`config.mk`:
```
export PLATFORM = sky130hd
export DESIGN_NAME = bxl_translator
export DESIGN_NICKNAME = d
export VERILOG_FILES = /design/src/rtl/bxl_pkg.sv /design/src/rtl/bxl_rst_sync.sv /design/src/rtl/bxl_region_decode.sv /design/src/rtl/bxl_bank_regs.sv /design/src/rtl/bxl_phys_form.sv /design/src/rtl/bxl_translator.sv
export SDC_FILE = /design/constraint.sdc
export NUM_CORES = 1
export LEC_CHECK = 0
export BUFFER_PORTS_ARGS = -buffer_cell sky130_fd_sc_hd__buf_2
export CORE_MARGIN = 4
export CORE_UTILIZATION = 42
export DETAILED_ROUTE_END_ITERATION = 8
export PLACE_DENSITY = 0.85
export SLEW_MARGIN = 10
export SYNTH_ARGS = -nofsm -noshare
export SYNTH_HDL_FRONTEND = slang
export SYNTH_SLANG_ARGS = --single-unit
```
`constraint.sdc`:
```
create_clock -name clk -period 4.4 [get_ports clk]
set_clock_uncertainty 0.2 [all_clocks]
set_input_delay 0.88 -clock clk [delete_from_list [all_inputs] [get_ports clk]]
set_output_delay 0.88 -clock clk [all_outputs]
set_load 0.05 [all_outputs]
```
`src/rtl/bxl_pkg.sv`:
```
package bxl_pkg;
  // register-space addresses decoded by the bank register file
  localparam logic [11:0] A_EPAGE = 12'o0003;
  localparam logic [11:0] A_FPAGE = 12'o0004;
  localparam logic [11:0] A_BOTH  = 12'o0006;
  localparam logic [11:0] A_ZERO  = 12'o0007;

  // data field positions (LSB of each page field)
  localparam int EP_LSB      = 8;   // erasable page inside its own register
  localparam int FP_LSB      = 10;  // fixed page inside its own and the combined register
  localparam int EP_BOTH_LSB = 0;   // erasable page inside the combined register

  typedef enum logic [2:0] {
    RG_HWREG,
    RG_ERASE_U,
    RG_ERASE_S,
    RG_UNMAPPED,
    RG_FIXED_C,
    RG_FIXED_S
  } region_e;
endpackage

```
`src/rtl/bxl_rst_sync.sv`:
```
module bxl_rst_sync #(
  parameter int STAGES = 2
) (
  input  logic clk,
  input  logic rst_n,
  output logic rst_sync_n
);
  logic [STAGES-1:0] chain_q;
  logic [STAGES-1:0] chain_d;

  always_comb begin
    chain_d = {chain_q[STAGES-2:0], 1'b1};
  end

  always_ff @(posedge clk or negedge rst_n) begin
    if (!rst_n) chain_q <= '0;
    else        chain_q <= chain_d;
  end

  assign rst_sync_n = chain_q[STAGES-1];
endmodule

```
`src/rtl/bxl_region_decode.sv`:
```
module bxl_region_decode
  import bxl_pkg::*;
#(
  parameter int ADDR_W    = 12,
  parameter int EPAGE_W   = 8,
  parameter int REG_SPAN_W = 3
) (
  input  logic [ADDR_W-1:0] addr,
  output region_e           region
);
  localparam int TOP = ADDR_W - 1;

  always_comb begin
    if (addr[TOP])
      region = RG_FIXED_S;
    else if (addr[TOP-1])
      region = RG_FIXED_C;
    else if (addr[TOP-2])
      region = RG_UNMAPPED;
    else if (addr[EPAGE_W])
      region = RG_ERASE_S;
    else if (addr[EPAGE_W-1:REG_SPAN_W] == '0)
      region = RG_HWREG;
    else
      region = RG_ERASE_U;
  end
endmodule

```
`src/rtl/bxl_bank_regs.sv`:
```
module bxl_bank_regs
  import bxl_pkg::*;
#(
  parameter int ADDR_W = 12,
  parameter int DATA_W = 16,
  parameter int EB_W   = 3,
  parameter int FB_W   = 6
) (
  input  logic              clk,
  input  logic              rst_n,
  input  logic              wr_en,
  input  logic [ADDR_W-1:0] addr,
  input  logic [DATA_W-1:0] wdata,
  output logic [EB_W-1:0]   epage,
  output logic [FB_W-1:0]   fpage,
  output logic [DATA_W-1:0] rdata
);
  logic [EB_W-1:0] ep_q, ep_d;
  logic [FB_W-1:0] fp_q, fp_d;
  logic            ep_en, fp_en;
  logic            hit_ep, hit_fp, hit_both;

  always_comb begin
    hit_ep   = (addr == A_EPAGE);
    hit_fp   = (addr == A_FPAGE);
    hit_both = (addr == A_BOTH);
    ep_en    = wr_en && (hit_ep || hit_both);
    fp_en    = wr_en && (hit_fp || hit_both);
    ep_d     = hit_both ? wdata[EP_BOTH_LSB +: EB_W] : wdata[EP_LSB +: EB_W];
    fp_d     = wdata[FP_LSB +: FB_W];
  end

  always_ff @(posedge clk or negedge rst_n) begin
    if (!rst_n)     ep_q <= '0;
    else if (ep_en) ep_q <= ep_d;
  end

  always_ff @(posedge clk or negedge rst_n) begin
    if (!rst_n)     fp_q <= '0;
    else if (fp_en) fp_q <= fp_d;
  end

  always_comb begin
    rdata = '0;
    if (hit_ep) begin
      rdata[EP_LSB +: EB_W] = ep_q;
    end else if (hit_fp) begin
      rdata[FP_LSB +: FB_W] = fp_q;
    end else if (hit_both) begin
      rdata[FP_LSB +: FB_W]      = fp_q;
      rdata[EP_BOTH_LSB +: EB_W] = ep_q;
    end
  end

  assign epage = ep_q;
  assign fpage = fp_q;
endmodule

```
`src/rtl/bxl_phys_form.sv`:
```
module bxl_phys_form
  import bxl_pkg::*;
#(
  parameter int ADDR_W      = 12,
  parameter int PHYS_W      = 16,
  parameter int EB_W        = 3,
  parameter int FB_W        = 6,
  parameter int EPAGE_W     = 8,
  parameter int FPAGE_W     = 10,
  parameter int FIXED_BANKS = 36,
  parameter int COMMON_BANK = 2
) (
  input  region_e           region,
  input  logic [ADDR_W-1:0] addr,
  input  logic [EB_W-1:0]   epage,
  input  logic [FB_W-1:0]   fpage,
  output logic [PHYS_W-1:0] phys,
  output logic              bank_bad
);
  localparam logic [FB_W-1:0] FB_LIMIT  = FB_W'(FIXED_BANKS);
  localparam logic [FB_W-1:0] FB_COMMON = FB_W'(COMMON_BANK);

  always_comb begin
    bank_bad = (region == RG_FIXED_S) && (fpage >= FB_LIMIT);
    phys     = '0;
    unique case (region)
      RG_HWREG,
      RG_ERASE_U:  phys = PHYS_W'(addr[EPAGE_W-1:0]);
      RG_ERASE_S:  phys = PHYS_W'({epage, addr[EPAGE_W-1:0]});
      RG_FIXED_C:  phys = PHYS_W'({FB_COMMON, addr[FPAGE_W-1:0]});
      RG_FIXED_S:  phys = bank_bad ? '0 : PHYS_W'({fpage, addr[FPAGE_W-1:0]});
      default:     phys = '0;
    endcase
  end
endmodule

```
`src/rtl/bxl_translator.sv`:
```
module bxl_translator
  import bxl_pkg::*;
#(
  parameter int ADDR_W      = 12,
  parameter int DATA_W      = 16,
  parameter int PHYS_W      = 16,
  parameter int EB_W        = 3,
  parameter int FB_W        = 6,
  parameter int FIXED_BANKS = 36,
  parameter int COMMON_BANK = 2
) (
  input  logic              clk,
  input  logic              rst_n,
  input  logic              acc_valid,
  input  logic              acc_write,
  input  logic [ADDR_W-1:0] acc_addr,
  input  logic [DATA_W-1:0] acc_wdata,
  output logic              sel_reg,
  output logic              sel_erase,
  output logic              sel_fixed,
  output logic [PHYS_W-1:0] phys_addr,
  output logic [DATA_W-1:0] reg_rdata,
  output logic              err_map,
  output logic              err_wr_fixed
);
  localparam int EPAGE_W    = 8;
  localparam int FPAGE_W    = 10;
  localparam int REG_SPAN_W = 3;

  logic              rst_sync_n;
  region_e           region;
  logic [EB_W-1:0]   epage;
  logic [FB_W-1:0]   fpage;
  logic [DATA_W-1:0] bank_rdata;
  logic [PHYS_W-1:0] phys_raw;
  logic              bank_bad;
  logic              is_fixed, is_erase, bank_wr;

  bxl_rst_sync #(.STAGES(2)) u_rst (
    .clk(clk), .rst_n(rst_n), .rst_sync_n(rst_sync_n)
  );

  bxl_region_decode #(.ADDR_W(ADDR_W), .EPAGE_W(EPAGE_W), .REG_SPAN_W(REG_SPAN_W)) u_dec (
    .addr(acc_addr), .region(region)
  );

  bxl_bank_regs #(.ADDR_W(ADDR_W), .DATA_W(DATA_W), .EB_W(EB_W), .FB_W(FB_W)) u_regs (
    .clk(clk), .rst_n(rst_sync_n), .wr_en(bank_wr), .addr(acc_addr),
    .wdata(acc_wdata), .epage(epage), .fpage(fpage), .rdata(bank_rdata)
  );

  bxl_phys_form #(
    .ADDR_W(ADDR_W), .PHYS_W(PHYS_W), .EB_W(EB_W), .FB_W(FB_W),
    .EPAGE_W(EPAGE_W), .FPAGE_W(FPAGE_W),
    .FIXED_BANKS(FIXED_BANKS), .COMMON_BANK(COMMON_BANK)
  ) u_phys (
    .region(region), .addr(acc_addr), .epage(epage), .fpage(fpage),
    .phys(phys_raw), .bank_bad(bank_bad)
  );

  always_comb begin
    is_fixed     = (region == RG_FIXED_C) || (region == RG_FIXED_S);
    is_erase     = (region == RG_ERASE_U) || (region == RG_ERASE_S);
    err_map      = acc_valid && ((region == RG_UNMAPPED) || bank_bad);
    err_wr_fixed = acc_valid && acc_write && is_fixed;
    sel_reg      = acc_valid && (region == RG_HWREG);
    sel_erase    = acc_valid && is_erase;
    sel_fixed    = acc_valid && is_fixed && !acc_write && !err_map;
    bank_wr      = sel_reg && acc_write;
    phys_addr    = (acc_valid && !err_map) ? phys_raw : '0;
    reg_rdata    = sel_reg ? bank_rdata : '0;
  end
endmodule

```
==> flow_summary_export.csv <==
group,metric,value,unit
yosys,syn_area,878,um2
detailed_routing,viasPerCell,5.07,
timing,worst_slack,704,ps
detailed_routing,post_drt_wl_per_cell,13.2,um
yosys,ys_warn_count,0,
cts,clk_path_buf_depth,2,
yosys,synth_cell_types,34,
yosys,synthArstFlopShare,100,%
power_and_ir_drop,pwr-share-comb,30.9,%
timing,hold_viol_final,0,
detailed_routing,firstDrtPassIters,4,
power_and_ir_drop,swShare,36.8,%
timing,period_needed,3700,ps
placement,dp_slack,700,ps
run_status,status,"finished, final reports clean",
finish,design_area,0.00121,mm2
power_and_ir_drop,internal_power,0.000158,W
worst_setup_path,cp-start-kind,"input pin",
yosys,netlist_top_cells_area,"dfrtp_1, mux2_2, and3_1, and2_2, buf_4",
timing,final-setup-viol-count,0,
global_routing,grt_pass1_wl,3840,um
yosys,synth_edf_count,0,
detailed_routing,drt_iter0_drc,12,
finish,multi_input_area,567,um2
cts,clock_tree.root_cell,"clkbuf_4",
power_and_ir_drop,clkPwrFrac,27.9,%
worst_setup_path,worst_path_largest_cell_delay,570,ps
placement,placed_area,0.00118,mm2
worst_setup_path,cpMostUsedCell,"buf_2",
finish,nets,188,
global_routing,grt_pass1_vias,887,
cts,clk_latency,270,ps
power_and_ir_drop,p_leak,0.728,nW
cts,cts_num_sinks,11,
power_and_ir_drop,vdd_drop_max,192,uV
finish,fillers,169,
detailed_routing,post-route-drc-count,0,
yosys,synth_top_area_share,31.3,%
yosys,ys.flop_type,"dfrtp_1",
yosys,synth-seq-area-share,31.3,%
detailed_routing,routed_wl,2400,um
timing,fin_crit_sh,84.0,%
worst_setup_path,r2r_setup_slack,3230,ps
finish,antennaDiodeCount,0,
power_and_ir_drop,powerDensity,205,mW/mm2
flow_run,drv_cap,0,
power_and_ir_drop,design_power_total,0.000250,W
worst_setup_path,cp_cell_sequence,"buf_2 -> or4b_4 -> nor4_4 -> and3_2 -> buf_2",
yosys,avgSynthCellArea,9.25,um2
finish,layout_common_cells,"buf_2, and3_1, dfrtp_1",
cts,cts_setup_buffers,0,
global_routing,antenna_found_initial,0,
finish,area_growth,38.3,%
cts,cts_tree,"yes",
timing,rsz0062_at_grt,"false",
floorplanning,num_rows,16,
floorplanning,dieHeight,53.7,um
floorplanning,start_util,44.3,%
finish,register_area,275,um2
floorplanning,io_pins,69,
floorplanning,die_area,0.00289,mm2
placement,io_buffers,58,
detailed_routing,antenna_left,0,
finish,final_common_cell,"buf_2",
timing,maxSlewViolCount,0,
yosys,yosysTopAreaCell,"dfrtp_1",
worst_setup_path,crit_arrival,2620,ps
worst_setup_path,worst-setup-path-type,"in2out",
global_routing,track_usage,17.9,%
min_path,hp-class,"reg2reg",
finish,fin_util,61.3,%
yosys,ys_ff_latch,11,
worst_setup_path,slowest_stage,"or4b_4",
finish,drive_gt1_share,55.5,%
timing,tightest_slew,540,ps
cts,cts_resized,0,
power_and_ir_drop,p_sw,0.0000919,W
detailed_routing,vias,922,
placement,dp_hpwl,1970,um
worst_setup_path,required,3320,ps
worst_setup_path,worst-path-buf-inv,2,
global_routing,grt_max_degree,14,
yosys,postSynthCellCount,95,
cts,cts_max_level,1,
global_routing,grt_overflow,0,
power_and_ir_drop,pwr-share-seq,41.2,%
timing,max-slew-margin-rel,63.7,%
placement,gp_congestion,0.769,
worst_setup_path,cp-end-kind,"output pin",
cts,clk_pin_slew_worst_paths,70,ps
floorplanning,fp.dieW,53.7,um
timing,fmax,271,MHz
worst_setup_path,cp_top_family,"simple AND/OR/NAND/NOR gates",
worst_setup_path,crit_fanout,12,
cts,numCtsBuffers,3,
floorplanning,core_area,0.00198,mm2
timing,finalSetupTns,0,ps
[layout make-up]
type | count | share of cell area (%)
inverter | 3 | 0.927
tap | 27 | 2.78
clock inverter | 1 | 0.412
timing repair buffer | 59 | 24.7
sequential | 11 | 22.7
clock buffer | 3 | 1.85
multi-input combinational | 78 | 46.7
[power groups by stage]
stage | clock network [W] | registers [W] | logic, W
after floorplan | 0 | 0.000106 | 0.0000541
after global placement | 0 | 0.000106 | 0.0000736
after detailed placement | 0 | 0.000106 | 0.0000749
after CTS | 0.0000726 | 0.000103 | 0.0000772
after global routing | 0.0000775 | 0.000103 | 0.0000830
final | 0.0000696 | 0.000103 | 0.0000771
[cells in the mapped netlist, drive strengths merged, types with 2 or more instances]
cell type / n
and3: 16
dfrtp: 11
mux2: 10
and2: 7
nor2: 6
buf: 5
nand2: 4
inv: 3
nand3: 3
o21ai: 3
a21boi: 2
clkbuf: 2
conb: 2
mux2i: 2
nand2b: 2
nor3: 2
nor4: 2
[metal layers]
| metal | part of all wire [%] | wire length (um) | GRT usage, % | up-vias |
|---|---|---|---|---|
| li1 | - | - | - | 456 |
| met1 | 41 | 976 | 20.4 | 421 |
| met2 | 50 | 1190 | 32.9 | 45 |
| met3 | 9.7 | 233 | 5.82 | 0 |
| met4 | 0 | 0 | 2.55 | 0 |
| met5 | 0 | 0 | 0 | - |
[stage by stage]
step / hold WS (ps) / cells
final: 152 / 182
after global routing: 161 / 182
after CTS: 155 / 182
after detailed placement: -53.4 / 177
after global placement: -64.2 / 177
after floorplan: -92.2 / 99
[state kept, by name (all words and copies together), names as in the netlist]
register       flops
u_regs.epage       3
u_rst.chain_q      2
u_regs.fpage       6
[cells by family after synthesis]
kind of cell,synth area share (%)
simple gates,38.3
compound gates,6.98
xor+xnor,0.997
buf+inv,6.41
mux,15.1
flops,31.3
other cells,0.855
[path summary, 6_finish.rpt]
kind                             startpoint               end  cells after the start
max in group asynchronous  u_rst.chain_q[1]   u_regs.fpage[3]                      1
min in group asynchronous             rst_n  u_rst.chain_q[0]                      1
min reg2reg                u_rst.chain_q[0]  u_rst.chain_q[1]                      0
min                        u_rst.chain_q[0]  u_rst.chain_q[1]                      0
max reg2reg                u_rst.chain_q[1]   u_regs.fpage[3]                      1
max                            acc_addr[11]      reg_rdata[2]                      5
[what timing repair did]
item / 4_1_cts / 5_1_grt
setup endpoints to repair: 0 / 0
hold endpoints to repair: 9 / 0
hold buffers: 1 / 0
Power figures use the tool's default switching activity.
